File: src/rtl/rs_syn_pkg.sv
package rs_syn_pkg;

  localparam int SYM_W      = 8;
  localparam int FIELD_POLY = 'h11D;

  typedef logic [SYM_W-1:0] sym_t;

  // multiply a field element by alpha (x), reducing by the field polynomial
  function automatic sym_t gf_xtime(input sym_t a);
    logic [SYM_W:0] t;
    t = {a, 1'b0};
    if (t[SYM_W]) t = t ^ FIELD_POLY[SYM_W:0];
    return t[SYM_W-1:0];
  endfunction

  // general GF(2^SYM_W) product, shift-and-add from the top bit of b
  function automatic sym_t gf_mul(input sym_t a, input sym_t b);
    sym_t p;
    p = '0;
    for (int i = SYM_W - 1; i >= 0; i--) begin
      p = gf_xtime(p);
      if (b[i]) p = p ^ a;
    end
    return p;
  endfunction

  // alpha raised to a small non-negative exponent
  function automatic sym_t gf_alpha_pow(input int e);
    sym_t p;
    p = sym_t'(1);
    for (int i = 0; i < 256; i++) begin
      if (i < e) p = gf_xtime(p);
    end
    return p;
  endfunction

  // one Horner step: acc * root + sym, or a plain load on a fresh codeword
  function automatic sym_t horner_step(input sym_t acc, input sym_t root,
                                       input sym_t sym, input logic fresh);
    if (fresh) return sym;
    return gf_mul(acc, root) ^ sym;
  endfunction

endpackage

File: src/rtl/rs_syn_frame_ctrl.sv
module rs_syn_frame_ctrl (
  input  logic clk,
  input  logic rst_n,
  input  logic in_valid,
  input  logic in_last,
  output logic first_sym,
  output logic sym_accept,
  output logic word_end
);

  logic in_word_q;

  assign sym_accept = in_valid;
  assign first_sym  = in_valid && !in_word_q;
  assign word_end   = in_valid && in_last;

  always_ff @(posedge clk) begin
    if (!rst_n)        in_word_q <= 1'b0;
    else if (word_end) in_word_q <= 1'b0;
    else if (in_valid) in_word_q <= 1'b1;
  end

endmodule

File: src/rtl/rs_syn_horner_cell.sv
module rs_syn_horner_cell
  import rs_syn_pkg::*;
#(
  parameter int ROOT_EXP = 0
) (
  input  logic clk,
  input  logic rst_n,
  input  logic sym_accept,
  input  logic first_sym,
  input  sym_t sym,
  output sym_t acc_next
);

  localparam sym_t ROOT = gf_alpha_pow(ROOT_EXP);

  sym_t acc_q;

  assign acc_next = horner_step(acc_q, ROOT, sym, first_sym);

  always_ff @(posedge clk) begin
    if (!rst_n)          acc_q <= '0;
    else if (sym_accept) acc_q <= acc_next;
  end

endmodule

File: src/rtl/rs_syn_out_reg.sv
module rs_syn_out_reg
  import rs_syn_pkg::*;
#(
  parameter int NUM_SYN = 6,
  localparam int BUS_W  = NUM_SYN * SYM_W
) (
  input  logic             clk,
  input  logic             rst_n,
  input  logic             word_end,
  input  logic [BUS_W-1:0] syn_next,
  output logic [BUS_W-1:0] syn_out,
  output logic             syn_done,
  output logic             syn_nonzero
);

  always_ff @(posedge clk) begin
    if (!rst_n) begin
      syn_out     <= '0;
      syn_done    <= 1'b0;
      syn_nonzero <= 1'b0;
    end else begin
      syn_done <= word_end;
      if (word_end) begin
        syn_out     <= syn_next;
        syn_nonzero <= |syn_next;
      end
    end
  end

endmodule

File: src/rtl/rs_syndrome_calc.sv
module rs_syndrome_calc
  import rs_syn_pkg::*;
#(
  parameter int NUM_SYN    = 6,
  parameter int FIRST_ROOT = 0,
  localparam int BUS_W     = NUM_SYN * SYM_W
) (
  input  logic             clk,
  input  logic             rst_n,
  input  logic             in_valid,
  input  logic [SYM_W-1:0] in_sym,
  input  logic             in_last,
  output logic [BUS_W-1:0] syn_out,
  output logic             syn_done,
  output logic             syn_nonzero
);

  logic             first_sym;
  logic             sym_accept;
  logic             word_end;
  logic [BUS_W-1:0] syn_next;

  rs_syn_frame_ctrl u_ctrl (
    .clk        (clk),
    .rst_n      (rst_n),
    .in_valid   (in_valid),
    .in_last    (in_last),
    .first_sym  (first_sym),
    .sym_accept (sym_accept),
    .word_end   (word_end)
  );

  for (genvar j = 0; j < NUM_SYN; j++) begin : g_root
    rs_syn_horner_cell #(.ROOT_EXP(FIRST_ROOT + j)) u_cell (
      .clk        (clk),
      .rst_n      (rst_n),
      .sym_accept (sym_accept),
      .first_sym  (first_sym),
      .sym        (in_sym),
      .acc_next   (syn_next[j*SYM_W +: SYM_W])
    );
  end

  rs_syn_out_reg #(.NUM_SYN(NUM_SYN)) u_out (
    .clk         (clk),
    .rst_n       (rst_n),
    .word_end    (word_end),
    .syn_next    (syn_next),
    .syn_out     (syn_out),
    .syn_done    (syn_done),
    .syn_nonzero (syn_nonzero)
  );

endmodule

File: config.mk
export PLATFORM = sky130hd
export DESIGN_NAME = rs_syndrome_calc
export DESIGN_NICKNAME = d
export VERILOG_FILES = /design/src/rtl/rs_syn_pkg.sv /design/src/rtl/rs_syn_frame_ctrl.sv /design/src/rtl/rs_syn_horner_cell.sv /design/src/rtl/rs_syn_out_reg.sv /design/src/rtl/rs_syndrome_calc.sv
export SDC_FILE = /design/constraint.sdc
export NUM_CORES = 1
export LEC_CHECK = 0
export ABC_AREA = 0
export BUFFER_PORTS_ARGS = -buffer_cell sky130_fd_sc_hd__buf_2
export CORE_MARGIN = 3
export CORE_UTILIZATION = 60
export CTS_BUF_LIST = sky130_fd_sc_hd__clkbuf_8
export DETAILED_ROUTE_END_ITERATION = 7
export GPL_TIMING_DRIVEN = 0
export PLACE_DENSITY = 0.93
export SYNTH_ARGS = -nofsm -noshare
export SYNTH_HDL_FRONTEND = slang
export SYNTH_SLANG_ARGS = --single-unit
File: constraint.sdc
create_clock -name clk -period 2.6 [get_ports clk]
set_input_delay 0.26 -clock clk [delete_from_list [all_inputs] [get_ports clk]]
set_output_delay 0.26 -clock clk [all_outputs]
set_load 0.05 [all_outputs]
==> results of run 1 <==
flip-flops by register name (all words and copies together), names as in the netlist:
name	flops
g_root.u_cell.acc_q	48
u_out.syn_done	1
u_ctrl.in_word_q	1
u_out.syn_out	48
u_out.syn_nonzero	1
power by group:
part           internal, W  switching, W  total, W  leakage [nW]
Combinational     0.000411      0.000821   0.00123          1.29
Clock             0.000659      0.000550   0.00121         0.119
Sequential         0.00164     0.0000964   0.00173         0.820
synthesized netlist by cell type, drive strengths merged, types with 2 or more instances:
cell	n	area share, %
a211oi	85	12
a21oi	4	0.37
a311oi	4	0.65
a31oi	11	1.3
a32oi	7	1.1
and2	8	0.93
buf	23	2.0
clkbuf	46	3.2
dfxtp	99	37
inv	2	0.14
nand2	48	3.4
nand3	2	0.19
nand4	7	0.93
nor2	133	9.3
nor3	2	0.19
nor4	2	0.23
nor4bb	8	1.5
o2111ai	2	0.33
o21ai	36	3.4
o22ai	3	0.35
o32ai	3	0.49
or3	11	1.3
xnor2	50	8.1
xnor3	7	3.0
xor2	44	7.3
cell type report:
cell class | count | share of cell area (%)
plain buffers | 69 | 4.69
clock buffers | 10 | 2.28
clock inverters | 4 | 1.63
inverters | 3 | 0.186
multi-input cells | 485 | 51.5
flip-flops and latches | 99 | 32.8
well taps | 105 | 2.17
repair buffers | 58 | 4.80
per-stage QoR:
step / hold WS, ns / std cells / util [%] / power [W] / area, um2
global placement: 0.477 / 819 / 68.5 / 0.00292 / 5800
floorplan: 0.396 / 656 / - / 0.00264 / 5380
finish: 0.194 / 833 / 71.5 / 0.00417 / 6050
CTS: 0.186 / 833 / 71.3 / 0.00412 / 6030
detailed placement: 0.489 / 819 / 68.5 / 0.00295 / 5800
global route: 0.192 / 833 / 71.5 / 0.00431 / 6050
kinds of logic (layout without fill, tap and decap cells):
family                 count (synthesis)  after routing  synth area share [%]
flip-flops                            99             99                  36.9
buffers and inverters                 72            144                  5.47
AND/OR/NAND/NOR                      225            225                  18.6
XOR/XNOR                             101            101                  18.5
AO/OA/AOI/OAI                        159            159                  20.6
what timing repair did:
item	in CTS	in global routing
setup endpoints to repair	0	1
hold endpoints to repair	0	0
gates resized for setup	0	4
buffers inserted	0	0
metal layers:
metal | routed length [um] | vias up | GRT usage (%)
li1 | - | 2413 | -
met1 | 7340 | 2539 | 48.7
met2 | 7730 | 295 | 52.8
met3 | 1600 | 57 | 4.64
met4 | 623 | 0 | 14.7
met5 | 0 | - | 0
critical path, delay by kind of cell (launching register included):
| family | cells | cell delay [ns] |
|---|---|---|
| flip-flops | 1 | 0.32 |
| buffers and inverters | 4 | 0.84 |
| AO/OA/AOI/OAI | 1 | 0.12 |
| XOR/XNOR | 1 | 0.27 |
| AND/OR/NAND/NOR | 4 | 0.79 |
path summary, 6_finish.rpt:
kind / from / to / slack (ns) / cells past startpoint
min: rst_n / u_out.syn_nonzero / 0.19 / 3
max: u_ctrl.in_word_q / u_out.syn_nonzero / 0.14 / 10
max reg2reg: u_ctrl.in_word_q / u_out.syn_nonzero / 0.14 / 10
min reg2reg: u_out.syn_out[32] / u_out.syn_out[32] / 0.50 / 2
==> impl_metrics.toml, run 1 <==
[run_status]
status = "complete, no violations"

[layout]
num_antenna_cells = 0
regArea_mm2 = 0.00198
final_cell_mix = "nor2_1, dfxtp_1, a211oi_1, buf_2, xnor2_1"
synthToLayoutAreaGrowth_pct = 12.5
final_common_cell = "nor2_1"
num-fill-cells = 691
drive_gt1_share_pct = 12.9
nets = 737
multi_input_area_mm2 = 0.00311

[critical_path]
cp.required_ns = 2.84
slowest_stage = "dfxtp_1"
path_common_cell = "buf_2"
worstSetupEndpointType = "flop"
cp-start-kind = "flop"
path_max_fanout = 10
path_class = "flop to flop"
worstPathCellList = "buf_4 -> nor2b_1 -> buf_2 -> buf_6 -> buf_2 -> nor2_1 -> xnor2_1 -> nand4_1 -> nor4_2 -> a31oi_1"
max_stage_delay_ns = 0.32
arrival_ns = 2.71

[clock_tree]
max-clock-path-buffers = 2
cts_hold_buf = 0
cts_tree = "yes"
cts.sinks = 99
insertion_delay_ns = 0.37
cts_max_level = 3
cts_buffers = 9
path_clk_slew_ns = 0.09
cts-root-buf = "clkbuf_8"

[detailed_routing]
drtAntennaViolNets = 0
drt_iter0_drc = 572
vias = 5304
vias_per_cell = 6.37
wl_per_cell_um = 20.8
dr.pass1.iters = 5
wirelength_um = 17300
drcViolationCount = 0

[sta]
setup_viol = 0
worst_pin_slew_ns = 0.968
hold_violations = 0
setup_ws_ns = 0.137
timing.final.max_slew_violations = 0
max_slew_margin_pct = 35.5
fmax_ghz = 0.406
finalSetupTns_ns = 0
finalCriticalPeriod_ns = 2.46
min_period_over_period_pct = 94.7
rsz0062_at_grt = "no"
clock_skew_ns = 0.0122

[synth]
avgSynthCellArea_um2 = 8.20
yosysSeqAreaShare_pct = 36.9
async_flop_share_pct = 0
yosysWarnings = 0
netlist_area_mm2 = 0.00538
synthCells = 656
ys.flop_type = "dfxtp_1"
syn_nets = 668
synth_edf_count = 0
synthDistinctLibCells = 42
ys_ff_latch = 99

[min_path]
hold_path_class = "primary input to flop"

[die]
dieArea_mm2 = 0.0101
fp-row-count = 33
pin_count = 62
die_h_um = 101
core_area_mm2 = 0.00846
die_w_um = 101
start_util_pct = 63.5

[place]
port_buffers = 58
place_hpwl_um = 12300
globalplace.congestion = 1.02
post-place-ws_ns = 0.0616

[pwr]
ir_worst_vdd_mv = 0.365
leakagePower_nw = 2.23
powerDensity_mw_per_mm2 = 690

[run]
max_cap_viol_count = 0

[grt]
antenna_found_initial = 0
grt-ovfl-total = 0
grt_pass1_vias = 4948
grt_max_degree = 16
gr-usage-all-layers_pct = 34.5
grt_pass1_wl_um = 26900
No activity file was read; power rests on OpenSTA's default activity.
==> run 2, diff against run 1 <==
Settings changed: REMOVE_ABC_BUFFERS set to 1.
==> impl_metrics.toml, run 2 (synthesis results as in run 1) <==
[place]
place_hpwl_um = 8350
placed_area_mm2 = 0.00560
port_buffers = 61
place_inst = 755
globalplace.congestion = 0.833

[die]
core_area_mm2 = 0.00846
dieArea_mm2 = 0.0101
die_w_um = 101
die_h_um = 101
fp-row-count = 33
start_util_pct = 63.5
pin_count = 62

[critical_path]
startpoint = "u_ctrl.in_word_q"
endpoint = "u_out.syn_nonzero"
reg2reg_slack_ns = 0.17
path_class = "flop to flop"
worstRegToRegCells = 6
cp.required_ns = 2.84
path_buf_inv = 0
cp-start-kind = "flop"
slowest_stage = "dfxtp_4"
path_max_fanout = 28
path_delay_family = "simple AND/OR/NAND/NOR gates"
worstPathCellList = "nand2b_2 -> nand2_1 -> o22ai_1 -> nand4_1 -> nor4_1 -> a31oi_1"
worstSetupPathDepth = 6
max_stage_delay_ns = 0.59
rr_endpoint = "u_out.syn_nonzero"
arrival_ns = 2.67
crit-reg2reg-launch = "u_ctrl.in_word_q"
worstSetupEndpointType = "flop"

[grt]
grt_max_degree = 103
grt_pass1_wl_um = 22200
grt_util_met3_pct = 5.81
grt.met1_usage_pct = 34.4
grt.busiest_layer = "met2"
gr-usage-all-layers_pct = 27.0
antenna_found_initial = 0
grt_pass1_vias = 4650
grt_use_met2_pct = 44.2
grt-ovfl-total = 0

[detailed_routing]
drt_iter0_drc = 412
wl_per_cell_um = 17.1
vias_per_cell = 6.25
drcViolationCount = 0
vias = 4843
wirelength_um = 13300
dr.pass1.iters = 5
drtAntennaViolNets = 0

[sta]
fmax_ghz = 0.412
setup_viol = 0
timing.final.max_slew_violations = 0
rsz0062_at_grt = "no"
hold_violations = 0
finalCriticalPeriod_ns = 2.43
min_period_over_period_pct = 93.5
max_slew_margin_pct = 39.4
worst_pin_slew_ns = 0.909
clock_skew_ns = 0.0134

[layout]
reg_top3 = "g_root.u_cell.acc_q (48), u_out.syn_out (48)"
instances_no_fill = 775
synthToLayoutAreaGrowth_pct = 8.82
final_common_cell = "nor2_1"
drive_gt1_share_pct = 13.9
num_antenna_cells = 0
num-fill-cells = 620
nets = 677
final_cell_mix = "nor2_1, dfxtp_1, a211oi_1, buf_2, xnor2_1"
stdcell_area_mm2 = 0.00585

[min_path]
holdPathStages = 3
hold_path_class = "primary input to flop"

[pwr]
ir_worst_vdd_mv = 0.360
powerDensity_mw_per_mm2 = 659
leakagePower_nw = 2.15
p_total_w = 0.00386

[run]
max_cap_viol_count = 0

[clock_tree]
max-clock-path-buffers = 2
path_clk_slew_ns = 0.09
cts_tree = "yes"
cts-root-buf = "clkbuf_8"
cts_hold_buf = 0
cts.sinks = 99
cts_max_level = 3
cts_buffers = 9
insertion_delay_ns = 0.37

[run_status]
status = "complete, no violations"
run 2: cell types whose count changed in the layout (fill, tap and decap cells not counted), sizes merged:
cell      change
buf          -16
bufinv        -2
clkbuf       -45
clkinv        +1
clkinvlp      +2
inv           +1
nor2b         +1
run 2: worst min-delay path by stage:
stage / start / end
floorplan: in_valid / g_root[3].u_cell.acc_q[4]
finish: rst_n / u_out.syn_out[28]
CTS: rst_n / u_out.syn_out[28]
detailed placement: g_root[3].u_cell.acc_q[0] / g_root[3].u_cell.acc_q[0]
global route: rst_n / u_out.syn_out[28]
global placement: g_root[3].u_cell.acc_q[0] / g_root[3].u_cell.acc_q[0]
run 2: area by class of cell:
type / count / area [um2] / area share [%]
multi-input cells: 486 / 3120 / 53.4
clock buffers: 10 / 138 / 2.35
flip-flops and latches: 99 / 1990 / 33.9
well taps: 105 / 131 / 2.25
repair buffers: 66 / 404 / 6.91
clock inverters: 6 / 57.6 / 0.984
inverters: 3 / 12.5 / 0.214
run 2: tightest hold or removal path, delay by kind of cell:
| family | cells | cell delay (ns) |
|---|---|---|
| buffers and inverters | 1 | 0.13 |
| AO/OA/AOI/OAI | 2 | 0.11 |
run 2: what timing repair did:
action                                  CTS  global route
setup buffers                             0             3
gates cloned                              0             1
pin swaps                                 0             0
resized for setup                         3             2
endpoints found under the setup margin   23             1
run 2: routing by layer:
metal  vias up  share of wire (%)
met5         -                  0
met4         0                2.8
met3        39                9.2
met2       261                 49
met1      2247                 39
li1       2296                  -
run 2: power breakdown:
part	total, W	switching (W)	internal, W	leakage (nW)
logic	0.00111	0.000704	0.000402	1.23
registers	0.00177	0.000133	0.00164	0.820
clock network	0.000981	0.000518	0.000463	0.101
total	0.00386	0.00135	0.00250	2.15
run 2: metrics by stage:
stage	util (%)	setup TNS (ns)	setup WS (ns)	hold WS (ns)
floorplan	-	-12.70	-0.801	0.356
global placement	65.3	-153.71	-2.68	0.473
detailed placement	66.1	-1.17	-0.578	0.489
CTS	68.5	0	0.00220	0.160
global route	69.1	0	0.0718	0.210
finish	69.1	0	0.170	0.177
==> run 3, diff against run 2 <==
Settings changed: CORE_UTILIZATION 60 to 61, PLACE_DENSITY 0.93 to 0.94.
==> impl_metrics.toml, run 3 (synthesis results as in run 1) <==
[min_path]
worstHoldStart = "rst_n"
hold_path_class = "primary input to flop"

[layout]
instances_no_fill = 772
drive_gt1_share_pct = 13.6
final_cell_mix = "nor2_1, dfxtp_1, a211oi_1, buf_2, xnor2_1"
synthToLayoutAreaGrowth_pct = 8.49
regArea_mm2 = 0.00199
stdcell_area_mm2 = 0.00583
final_common_cell = "nor2_1"
num-fill-cells = 611
nets = 674
multi_input_area_mm2 = 0.00313
reg_top3 = "g_root.u_cell.acc_q (48), u_out.syn_out (48)"
num_antenna_cells = 0

[pwr]
ir_worst_vdd_mv = 0.439
powerDensity_mw_per_mm2 = 695
switching_power_w = 0.00137
swShare_pct = 33.8
clkPwrFrac_pct = 29.2
pwr-share-comb_pct = 27.0
leakagePower_nw = 2.15
seqPwrFrac_pct = 43.7
p_int_w = 0.00268

[place]
port_buffers = 61
globalplace.congestion = 0.872
place_hpwl_um = 8170
placed_area_mm2 = 0.00556
place_inst = 754

[sta]
rsz0062_at_grt = "no"
hold_violations = 0
timing.final.max_slew_violations = 0
worst_pin_slew_ns = 1.14
clock_skew_ns = 0.00943
setup_viol = 0
max_slew_margin_pct = 23.3
hold-worst-slack_ns = 0.174
fmax_ghz = 0.393
finalSetupTns_ns = 0
finalCriticalPeriod_ns = 2.54
min_period_over_period_pct = 97.8

[critical_path]
startpoint = "u_ctrl.in_word_q"
cp.required_ns = 2.83
arrival_ns = 2.77
worstPathCellList = "nand2b_2 -> nand2_1 -> o22ai_1 -> nand4_1 -> nor4_1 -> a31oi_1"
max_stage_delay_ns = 0.60
slowest_stage = "dfxtp_4"
worstSetupEndpointType = "flop"
cp-start-kind = "flop"
crit-reg2reg-launch = "u_ctrl.in_word_q"
path_max_fanout = 29
path_class = "flop to flop"

[detailed_routing]
wl_per_cell_um = 17.6
vias = 4790
vias_per_cell = 6.20
drt_iter0_drc = 548
wirelength_um = 13600
drtAntennaViolNets = 0
drcViolationCount = 0
dr.pass1.iters = 5

[clock_tree]
cts_max_level = 3
cts_buffers = 9
insertion_delay_ns = 0.36
path_clk_slew_ns = 0.09
cts_hold_buf = 0
cts.sinks = 99
cts_tree = "yes"
max-clock-path-buffers = 2
cts-root-buf = "clkbuf_8"

[grt]
grt_pass1_vias = 4635
grt_max_degree = 104
antenna_found_initial = 0
gr-usage-all-layers_pct = 27.4
grt_pass1_wl_um = 22300
grt-ovfl-total = 0

[die]
die_w_um = 99.9
fp-row-count = 33
pin_count = 62
start_util_pct = 64.1
core_area_mm2 = 0.00838
die_h_um = 99.9
dieArea_mm2 = 0.00998

[run_status]
status = "complete, no violations"

[run]
max_cap_viol_count = 0
-- run 3: layer usage --
layer / vias up / global-route usage (%) / share of wire [%]
met5: - / 0 / 0
met4: 0 / 13.8 / 3.4
met3: 50 / 3.82 / 8.6
met2: 253 / 45.3 / 48
met1: 2191 / 35.1 / 40
li1: 2296 / - / -
-- run 3: worst paths after layout --
path         cells past startpoint  slack [ns]           endpoint
min reg2reg                      2        0.50   u_out.syn_out[8]
min                              3        0.17   u_ctrl.in_word_q
max                              6        0.06  u_out.syn_nonzero
max reg2reg                      6        0.06  u_out.syn_nonzero
-- run 3: area by class of cell --
class                           instances  share of cell area [%]
Sequential cell                        99                    34.0
Timing Repair Buffer                   62                    5.68
Clock buffer                           10                    2.36
Multi-Input combinational cell        487                    53.7
Clock inverter                          6                    1.78
Tap cell                              105                    2.25
Inverter                                3                   0.215
-- run 3: worst max-delay path, delay by kind of cell, from the launching register on --
family	cells	cell delay [ns]
and+or+nand+nor	4	1.35
DFF	1	0.60
AOI/OAI and AO/OA	2	0.44
-- run 3: timing repair --
action | in CTS | in global routing
setup endpoints to repair | 26 | 1
cloned | 1 | 1
resized for setup | 3 | 1
setup buffers | 0 | 0
-- run 3: power groups by stage --
stage | combinational [W] | sequential (W) | clock, W
floorplan | 0.000605 | 0.00197 | 0
global route | 0.00118 | 0.00179 | 0.00125
CTS | 0.00108 | 0.00177 | 0.00119
global placement | 0.00103 | 0.00179 | 0
detailed placement | 0.00106 | 0.00180 | 0
finish | 0.00110 | 0.00177 | 0.00119
-- run 3: stage by stage --
step	setup WS (ns)	total power, W	util, %
after floorplan	-0.801	0.00257	-
after global placement	-2.56	0.00282	66.0
after detailed placement	-0.819	0.00286	66.4
after CTS	0.00955	0.00404	69.5
after global routing	0.00908	0.00422	69.6
final	0.0562	0.00405	69.6
